--- config.mk ---
export PLATFORM = sky130hd
export DESIGN_NAME = xbus_strobe_gen
export DESIGN_NICKNAME = d
export VERILOG_FILES = /design/src/rtl/xbus_strobe_pkg.sv /design/src/rtl/xbus_tick_ctr.sv /design/src/rtl/xbus_cycle_fsm.sv /design/src/rtl/xbus_strobe_dec.sv /design/src/rtl/xbus_strobe_gen.sv
export SDC_FILE = /design/constraint.sdc
export NUM_CORES = 1
export LEC_CHECK = 0
export CAP_MARGIN = 20
export CORE_MARGIN = 2
export CORE_UTILIZATION = 40
export CTS_BUF_LIST = sky130_fd_sc_hd__clkbuf_2 sky130_fd_sc_hd__clkbuf_4 sky130_fd_sc_hd__clkbuf_8
export DETAILED_ROUTE_END_ITERATION = 10
export PLACE_DENSITY = 0.88
export SLEW_MARGIN = 20
export SYNTH_ARGS = -nofsm -noshare
export SYNTH_HDL_FRONTEND = slang
export SYNTH_SLANG_ARGS = --single-unit
--- constraint.sdc ---
create_clock -name clk -period 5.3 [get_ports clk]
set_clock_uncertainty 0.1 [all_clocks]
set_input_delay 1.325 -clock clk [delete_from_list [all_inputs] [get_ports clk]]
set_output_delay 1.325 -clock clk [all_outputs]
set_load 0.005 [all_outputs]
--- src/rtl/xbus_strobe_pkg.sv ---
package xbus_strobe_pkg;

    typedef enum logic [1:0] {
        KIND_FETCH = 2'd0,
        KIND_XDATA = 2'd1,
        KIND_TABLE = 2'd2,
        KIND_SPARE = 2'd3
    } cyc_kind_t;

    typedef enum logic [1:0] {
        ST_FETCH = 2'd0,
        ST_XADDR = 2'd1,
        ST_XXFER = 2'd2,
        ST_TABLE = 2'd3
    } bus_state_t;

    typedef enum logic [1:0] {
        P0_FLOAT = 2'd0,
        P0_ADDR  = 2'd1,
        P0_DATA  = 2'd2
    } p0_mode_t;

endpackage

--- src/rtl/xbus_tick_ctr.sv ---
module xbus_tick_ctr #(
    parameter int STATES = 6,
    parameter int PHASES = 2,
    localparam int TICKS  = STATES * PHASES,
    localparam int TICK_W = $clog2(TICKS)
) (
    input  logic              clk,
    input  logic              rst,
    output logic [TICK_W-1:0] tick,
    output logic              last
);

    localparam logic [TICK_W-1:0] TICK_MAX = TICK_W'(TICKS - 1);

    assign last = (tick == TICK_MAX);

    always_ff @(posedge clk or posedge rst) begin
        if (rst) begin
            tick <= '0;
        end else if (last) begin
            tick <= '0;
        end else begin
            tick <= tick + TICK_W'(1);
        end
    end

endmodule

--- src/rtl/xbus_cycle_fsm.sv ---
module xbus_cycle_fsm
    import xbus_strobe_pkg::*;
(
    input  logic       clk,
    input  logic       rst,
    input  logic       last,
    input  logic [1:0] cyc_kind,
    output bus_state_t state
);

    bus_state_t state_nx;

    always_ff @(posedge clk or posedge rst) begin
        if (rst) begin
            state <= ST_FETCH;
        end else begin
            state <= state_nx;
        end
    end

    always_comb begin
        state_nx = state;
        if (last) begin
            unique case (state)
                ST_XADDR: state_nx = ST_XXFER;
                ST_FETCH,
                ST_XXFER,
                ST_TABLE: begin
                    unique case (cyc_kind_t'(cyc_kind))
                        KIND_XDATA: state_nx = ST_XADDR;
                        KIND_TABLE: state_nx = ST_TABLE;
                        KIND_FETCH,
                        KIND_SPARE: state_nx = ST_FETCH;
                    endcase
                end
            endcase
        end
    end

endmodule

--- src/rtl/xbus_strobe_dec.sv ---
module xbus_strobe_dec
    import xbus_strobe_pkg::*;
#(
    parameter int STATES = 6,
    parameter int PHASES = 2,
    parameter int DW     = 8,
    localparam int TICKS  = STATES * PHASES,
    localparam int TICK_W = $clog2(TICKS),
    localparam int HALF   = TICKS / 2
) (
    input  logic              rst,
    input  bus_state_t        state,
    input  logic [TICK_W-1:0] tick,
    input  logic              ext_exec,
    input  logic              ale_off,
    input  logic              addr16,
    input  logic [DW-1:0]     addr_hi,
    input  logic [DW-1:0]     p2_latch,
    output logic              ale,
    output logic              psen_n,
    output logic              xstrb_n,
    output logic [1:0]        p0_sel,
    output logic              p2_sel_reg,
    output logic [DW-1:0]     p2_out
);

    logic              second_half;
    logic [TICK_W-1:0] pos;
    logic              ale_slot;
    logic              addr_slot;
    logic              read_slot;
    logic              ale_raw;
    logic              psen_on;
    logic              bus_move;
    logic              xfer_win;
    logic              psen_act;
    p0_mode_t          p0_mode;

    assign second_half = (tick >= TICK_W'(HALF));
    assign pos         = second_half ? (tick - TICK_W'(HALF)) : tick;
    assign ale_slot    = (pos == TICK_W'(PHASES - 1));
    assign addr_slot   = (pos < TICK_W'(PHASES));
    assign read_slot   = !addr_slot;

    always_comb begin
        ale_raw  = 1'b0;
        psen_on  = 1'b0;
        bus_move = 1'b0;
        xfer_win = 1'b0;
        unique case (state)
            ST_FETCH: begin
                ale_raw = ale_slot;
                psen_on = ext_exec;
            end
            ST_XADDR: begin
                ale_raw  = ale_slot;
                psen_on  = ext_exec;
                bus_move = 1'b1;
            end
            ST_XXFER: begin
                ale_raw  = ale_slot && second_half;
                bus_move = 1'b1;
                xfer_win = !second_half;
            end
            ST_TABLE: begin
                ale_raw  = ale_slot;
                psen_on  = 1'b1;
                bus_move = 1'b1;
            end
        endcase
    end

    assign psen_act = psen_on && read_slot;

    always_comb begin
        if (xfer_win) begin
            p0_mode = P0_DATA;
        end else if (addr_slot) begin
            p0_mode = P0_ADDR;
        end else if (psen_act) begin
            p0_mode = P0_DATA;
        end else begin
            p0_mode = P0_FLOAT;
        end
    end

    always_comb begin
        if (rst) begin
            ale     = 1'b1;
            psen_n  = 1'b1;
            xstrb_n = 1'b1;
            p0_sel  = P0_FLOAT;
        end else begin
            ale     = (ale_off && !ext_exec && !bus_move) ? 1'b1 : ale_raw;
            psen_n  = !psen_act;
            xstrb_n = !xfer_win;
            p0_sel  = p0_mode;
        end
    end

    assign p2_sel_reg = ((state == ST_XADDR) || (state == ST_XXFER)) && !addr16;
    assign p2_out     = p2_sel_reg ? p2_latch : addr_hi;

endmodule

--- src/rtl/xbus_strobe_gen.sv ---
module xbus_strobe_gen
    import xbus_strobe_pkg::*;
#(
    parameter int STATES = 6,
    parameter int PHASES = 2,
    parameter int DW     = 8
) (
    input  logic          clk,
    input  logic          rst,
    input  logic [1:0]    cyc_kind,
    input  logic          ext_exec,
    input  logic          ale_off,
    input  logic          addr16,
    input  logic [DW-1:0] addr_hi,
    input  logic [DW-1:0] p2_latch,
    output logic          ale,
    output logic          psen_n,
    output logic          xstrb_n,
    output logic [1:0]    p0_sel,
    output logic          p2_sel_reg,
    output logic [DW-1:0] p2_out
);

    localparam int TICK_W = $clog2(STATES * PHASES);

    logic [TICK_W-1:0] tick;
    logic              last;
    bus_state_t        state;

    xbus_tick_ctr #(.STATES(STATES), .PHASES(PHASES)) u_ctr (
        .clk  (clk),
        .rst  (rst),
        .tick (tick),
        .last (last)
    );

    xbus_cycle_fsm u_fsm (
        .clk      (clk),
        .rst      (rst),
        .last     (last),
        .cyc_kind (cyc_kind),
        .state    (state)
    );

    xbus_strobe_dec #(.STATES(STATES), .PHASES(PHASES), .DW(DW)) u_dec (
        .rst        (rst),
        .state      (state),
        .tick       (tick),
        .ext_exec   (ext_exec),
        .ale_off    (ale_off),
        .addr16     (addr16),
        .addr_hi    (addr_hi),
        .p2_latch   (p2_latch),
        .ale        (ale),
        .psen_n     (psen_n),
        .xstrb_n    (xstrb_n),
        .p0_sel     (p0_sel),
        .p2_sel_reg (p2_sel_reg),
        .p2_out     (p2_out)
    );

endmodule

**After elaboration in Yosys (flattened, before gate mapping)**

Index checks and enable logic that the tools add are counted.

- $add $sub $neg: 2
- Multipliers: 0
- Divide/modulo/power cells: 0
- $lt $le $gt $ge: 2
- Equality and inequality tests: 8
- Shift-type cells: 0
- Muxes and demuxes: 17
- Bitwise operators: 0
- Reductions and logical operators: 20

Operator list:

| kind | count |
|---|---|
| $reduce_or 3->1 | 3 |
| $eq 2x2->1 const B | 4 |
| $mux 2 | 4 |
| $mux 4 | 2 |
| $mux 8 | 1 |
| $logic_not 1->1 | 7 |
| $mux 1 | 6 |
| $pmux 2 s3 | 1 |
| $logic_and 1x1->1 | 5 |
| $add 4x1->4 const B | 1 |
| $eq 2x1->1 const B | 2 |
| $eq 4x1->1 const B | 1 |
| $eq 4x4->1 const B | 1 |
| $ge 4x3->1 const B | 1 |
| $logic_not 2->1 | 2 |
| $lt 4x2->1 const B | 1 |
| $pmux 1 s2 | 2 |
| $pmux 2 s2 | 1 |
| $reduce_or 2->1 | 2 |
| $sub 4x3->4 const B | 1 |
| $logic_or 1x1->1 | 1 |

- Register bits: 6
- Bits in latches: 0
- RAM bits: 0
- Bits in read-only memories: 0
- Input port bits: 23
- Logic and storage cells: 51
- Memories: 0

**Longest topological paths before layout**

- Depth after elaboration: 9
- Depth in mapped cells: 5
- Depth with buffers taken out: 5

**By module**

Synthesis repeated with hierarchy kept, for this count alone.

- Cells, all modules: 57
- Area total of the unflattened synthesis: 560.5 um^2

Modules (own cells, without submodules):

| module | instances | cells each | area each (um^2) | seq. area each (um^2) |
|---|---|---|---|---|
| xbus_strobe_dec | 1 | 30 | 264.0 | 0.0 |
| xbus_tick_ctr | 1 | 15 | 183.9 | 100.1 |
| xbus_cycle_fsm | 1 | 12 | 112.6 | 50.0 |

**Worst setup path before layout**

Ideal clock, no wire load.

- Path type: in2out
- From: input addr16
- To: output p2_out[0]
- Arrival: 1.889 ns
- Data required time: 3.875 ns
- Path slack: 1.986 ns
- Stages: 3
- Path through: nor2b_4 buf_6 mux2_2

- Word-level cells in the longest chain between the ends: 3

Ends and longest elaborated chain:

| item | line | source |
|---|---|---|
| from (decl) | xbus_strobe_gen.sv:13 | `input logic addr16,` |
| $logic_not 1->1 | xbus_strobe_dec.sv:101 | `assign p2_sel_reg = ((state == ST_XADDR) \|\| (state == ST_XXFER)) && !addr16;` |
| $logic_and 1x1->1 | xbus_strobe_dec.sv:101 |  |
| named net p2_sel_reg | xbus_strobe_gen.sv:20 | `output logic p2_sel_reg,` |
| $mux 8 | xbus_strobe_dec.sv:102 | `assign p2_out = p2_sel_reg ? p2_latch : addr_hi;` |
| to (decl) | xbus_strobe_gen.sv:21 | `output logic [DW-1:0] p2_out` |

The timed path passes the listed nets, and every way through them passes these cells.

**Worst setup path in the final report**

- From: input addr16
- To: output p2_out[6]

- Word-level cells in the longest chain between the ends: 3

Ends and longest elaborated chain:

| item | line |
|---|---|
| $logic_not 1->1 | xbus_strobe_dec.sv:101 |
| $logic_and 1x1->1 | xbus_strobe_dec.sv:101 |
| $mux 8 | xbus_strobe_dec.sv:102 |

No other way between the ends.

==> flow_summary.ini <==
[status]
status = complete, no violations

[synth]
synthAdderAreaFrac = 0.1464
synthMuxAreaShare = 0.1883
synth-compound-area-share = 0.1192
ys_seq_elements = 6
synth_top_area_cell = dfrtp_1
ys_top_cells_by_area = dfrtp_1, ha_1, mux2_2
post_synth.cell_area_avg_um2 = 10.49
synth_area_um2 = 598.1
yosysWarnings = 0
synthCells = 57
synth_top_area_frac = 0.2510
synthXorXnorAreaFrac = 0.01464
synth_simple_gate_area_frac = 0.1862
synth_cell_type_count = 23
yosysSeqAreaShare = 0.2510
synth_top_family_by_area = multiplexers
syn_nets = 87

[clock_tree]
cts-root-buf = clkbuf_4
cts_buffers = 3
cts_max_level = 1
cts_buffer_depth = 2
postCtsHoldBufs = 0
path_clk_slew_ps = 40
cts_tree = done
cts_resized = 0
postCtsSetupBuffers = 0
clock_latency_ps = 250
cts_num_sinks = 6

[routing]
wirelength_um = 1454
wl_per_cell_um = 13.46
drc = 0
vias = 539
drtIter0Drc = 5
drt-vias-per-instance = 4.991
firstDrtPassIters = 2
antenna_left = 0

[sta]
max_freq_ghz = 0.2329
fin_crit_sh = 0.8102
finalSetupViolCount = 0
finalCriticalPeriod_ps = 4294
setup-tns-final_ps = 0
hold_viol = 0
hold_ws_ps = 461.3
max_slew_margin = 0.7806
grt_setup_unrepaired = no
slew_viol_final = 0
tightest_slew_ps = 328.7

[final_layout]
final_cell_mix = clkdlybuf4s50_1, ha_1, inv_1, mux2_2, dfrtp_1
fin_nets = 125
area_growth_pct = 61.51
fin_util = 0.7155
seqCellArea_um2 = 150.1
multi_input_area_um2 = 391.6
diodes = 0
fillers = 100
layout_commonest_cell = clkdlybuf4s50_1
layout-drive-gt1-share = 0.1935

[placed_design]
io_buffers = 36
gp_congestion = 0.7503
dpl.hpwl_um = 1205

[pwr]
cellLeakagePower_uw = 0.0004673
pwr_density_cell_mw_per_mm2 = 173.7
ir_drop_uv = 97.27

[global_route]
first_global_vias = 556
grt_pass1_wl_um = 2449
gr-total-overflow = 0
antenna_found_initial = 0
grt_max_degree = 11
grt.total_usage = 0.1819

[worst_setup_path]
worstPathArrival_ps = 2870
cp-start-kind = primary input
end_kind = output port
required_ps = 3880
critical_path_class = in -> out
critPathMaxFanout = 9

[die]
ioPinCount = 37
start_util = 0.4430
rows = 13
die_area_mm2 = 0.001820
dieHeight_um = 42.67
chipWidth_um = 42.67
core-area_mm2 = 0.001350

[worst_hold_path]
hp-class = reg -> reg

[run]
max_cap_violations = 0
==> critical path, cell delays in order <==
cell and delay, ps:
clkdlybuf4s50_1 440, nor2b_4 280, mux2_2 370, clkdlybuf4s50_1 450
==> layer usage <==
layer  global-route usage  wire [um]
met5                    0          0
met4              0.05625          0
met3              0.06383         73
met1               0.2010        562
met2               0.3212        819
==> path summary, 6_finish.rpt <==
check / cells after the start / slack [ps] / from / end
setup / recovery: 4 / 1010 / addr16 / p2_out[6]
hold / removal: 2 / 460 / u_fsm.state[0] / u_fsm.state[0]
setup reg to reg: 4 / 3940 / u_ctr.tick[1] / u_fsm.state[1]
hold reg to reg: 2 / 460 / u_fsm.state[0] / u_fsm.state[0]
max in group asynchronous: 2 / 3540 / rst / u_ctr.tick[1]
min in group asynchronous: 2 / 1310 / rst / u_ctr.tick[3]
==> cell type report <==
class	count	share of cell area
tap	15	0.01943
multi-input combinational	42	0.4054
inverter	6	0.02332
timing repair buffer	36	0.3731
clock buffer	3	0.02332
sequential	6	0.1554
==> logic make-up (layout without fill, tap and decap cells) <==
logic type | Yosys count | in the layout
AOI/OAI and AO/OA | 9 | 9
xor gates and xnor gates | 1 | 1
adders and majority gates | 7 | 7
buffers and inverters | 9 | 45
DFF | 6 | 6
muxes | 9 | 9
and+or+nand+nor | 16 | 16
==> power breakdown <==
| group | total, uW | switching, uW | internal (uW) |
|---|---|---|---|
| Sequential | 50.2 | 2.38 | 47.9 |
| Combinational | 75.2 | 23.8 | 51.4 |
| Clock | 42.3 | 16.7 | 25.6 |
==> synthesized netlist by cell type <==
cell / n
a21oi_1: 3
and2_1: 1
buf_6: 3
dfrtp_1: 6
ha_1: 7
inv_1: 6
mux2_2: 6
mux2_4: 3
nand2_1: 2
nand2b_1: 2
nand3_1: 3
nand3b_1: 1
nand3b_4: 1
nor2_1: 1
nor2b_4: 1
nor3_1: 3
nor3_2: 1
o211ai_2: 1
o21ai_0: 2
o21ai_1: 1
o311ai_2: 1
o31ai_2: 1
xor2_1: 1
==> registers in the layout, indices dropped and copies added (netlist names) <==
name         count
u_ctr.tick       4
u_fsm.state      2
==> metrics by stage <==
stage,cells,setup slack (ps),area [um2],total power [uW]
floorplan,57,1986,598.1,85.63
global placement,105,1021,943.4,124.7
detailed placement,105,996.2,943.4,126.3
CTS,108,996.8,965.9,169.8
global route,108,918.9,965.9,177.7
finish,108,1006,965.9,167.7
No activity file was read; power rests on OpenSTA's default activity.
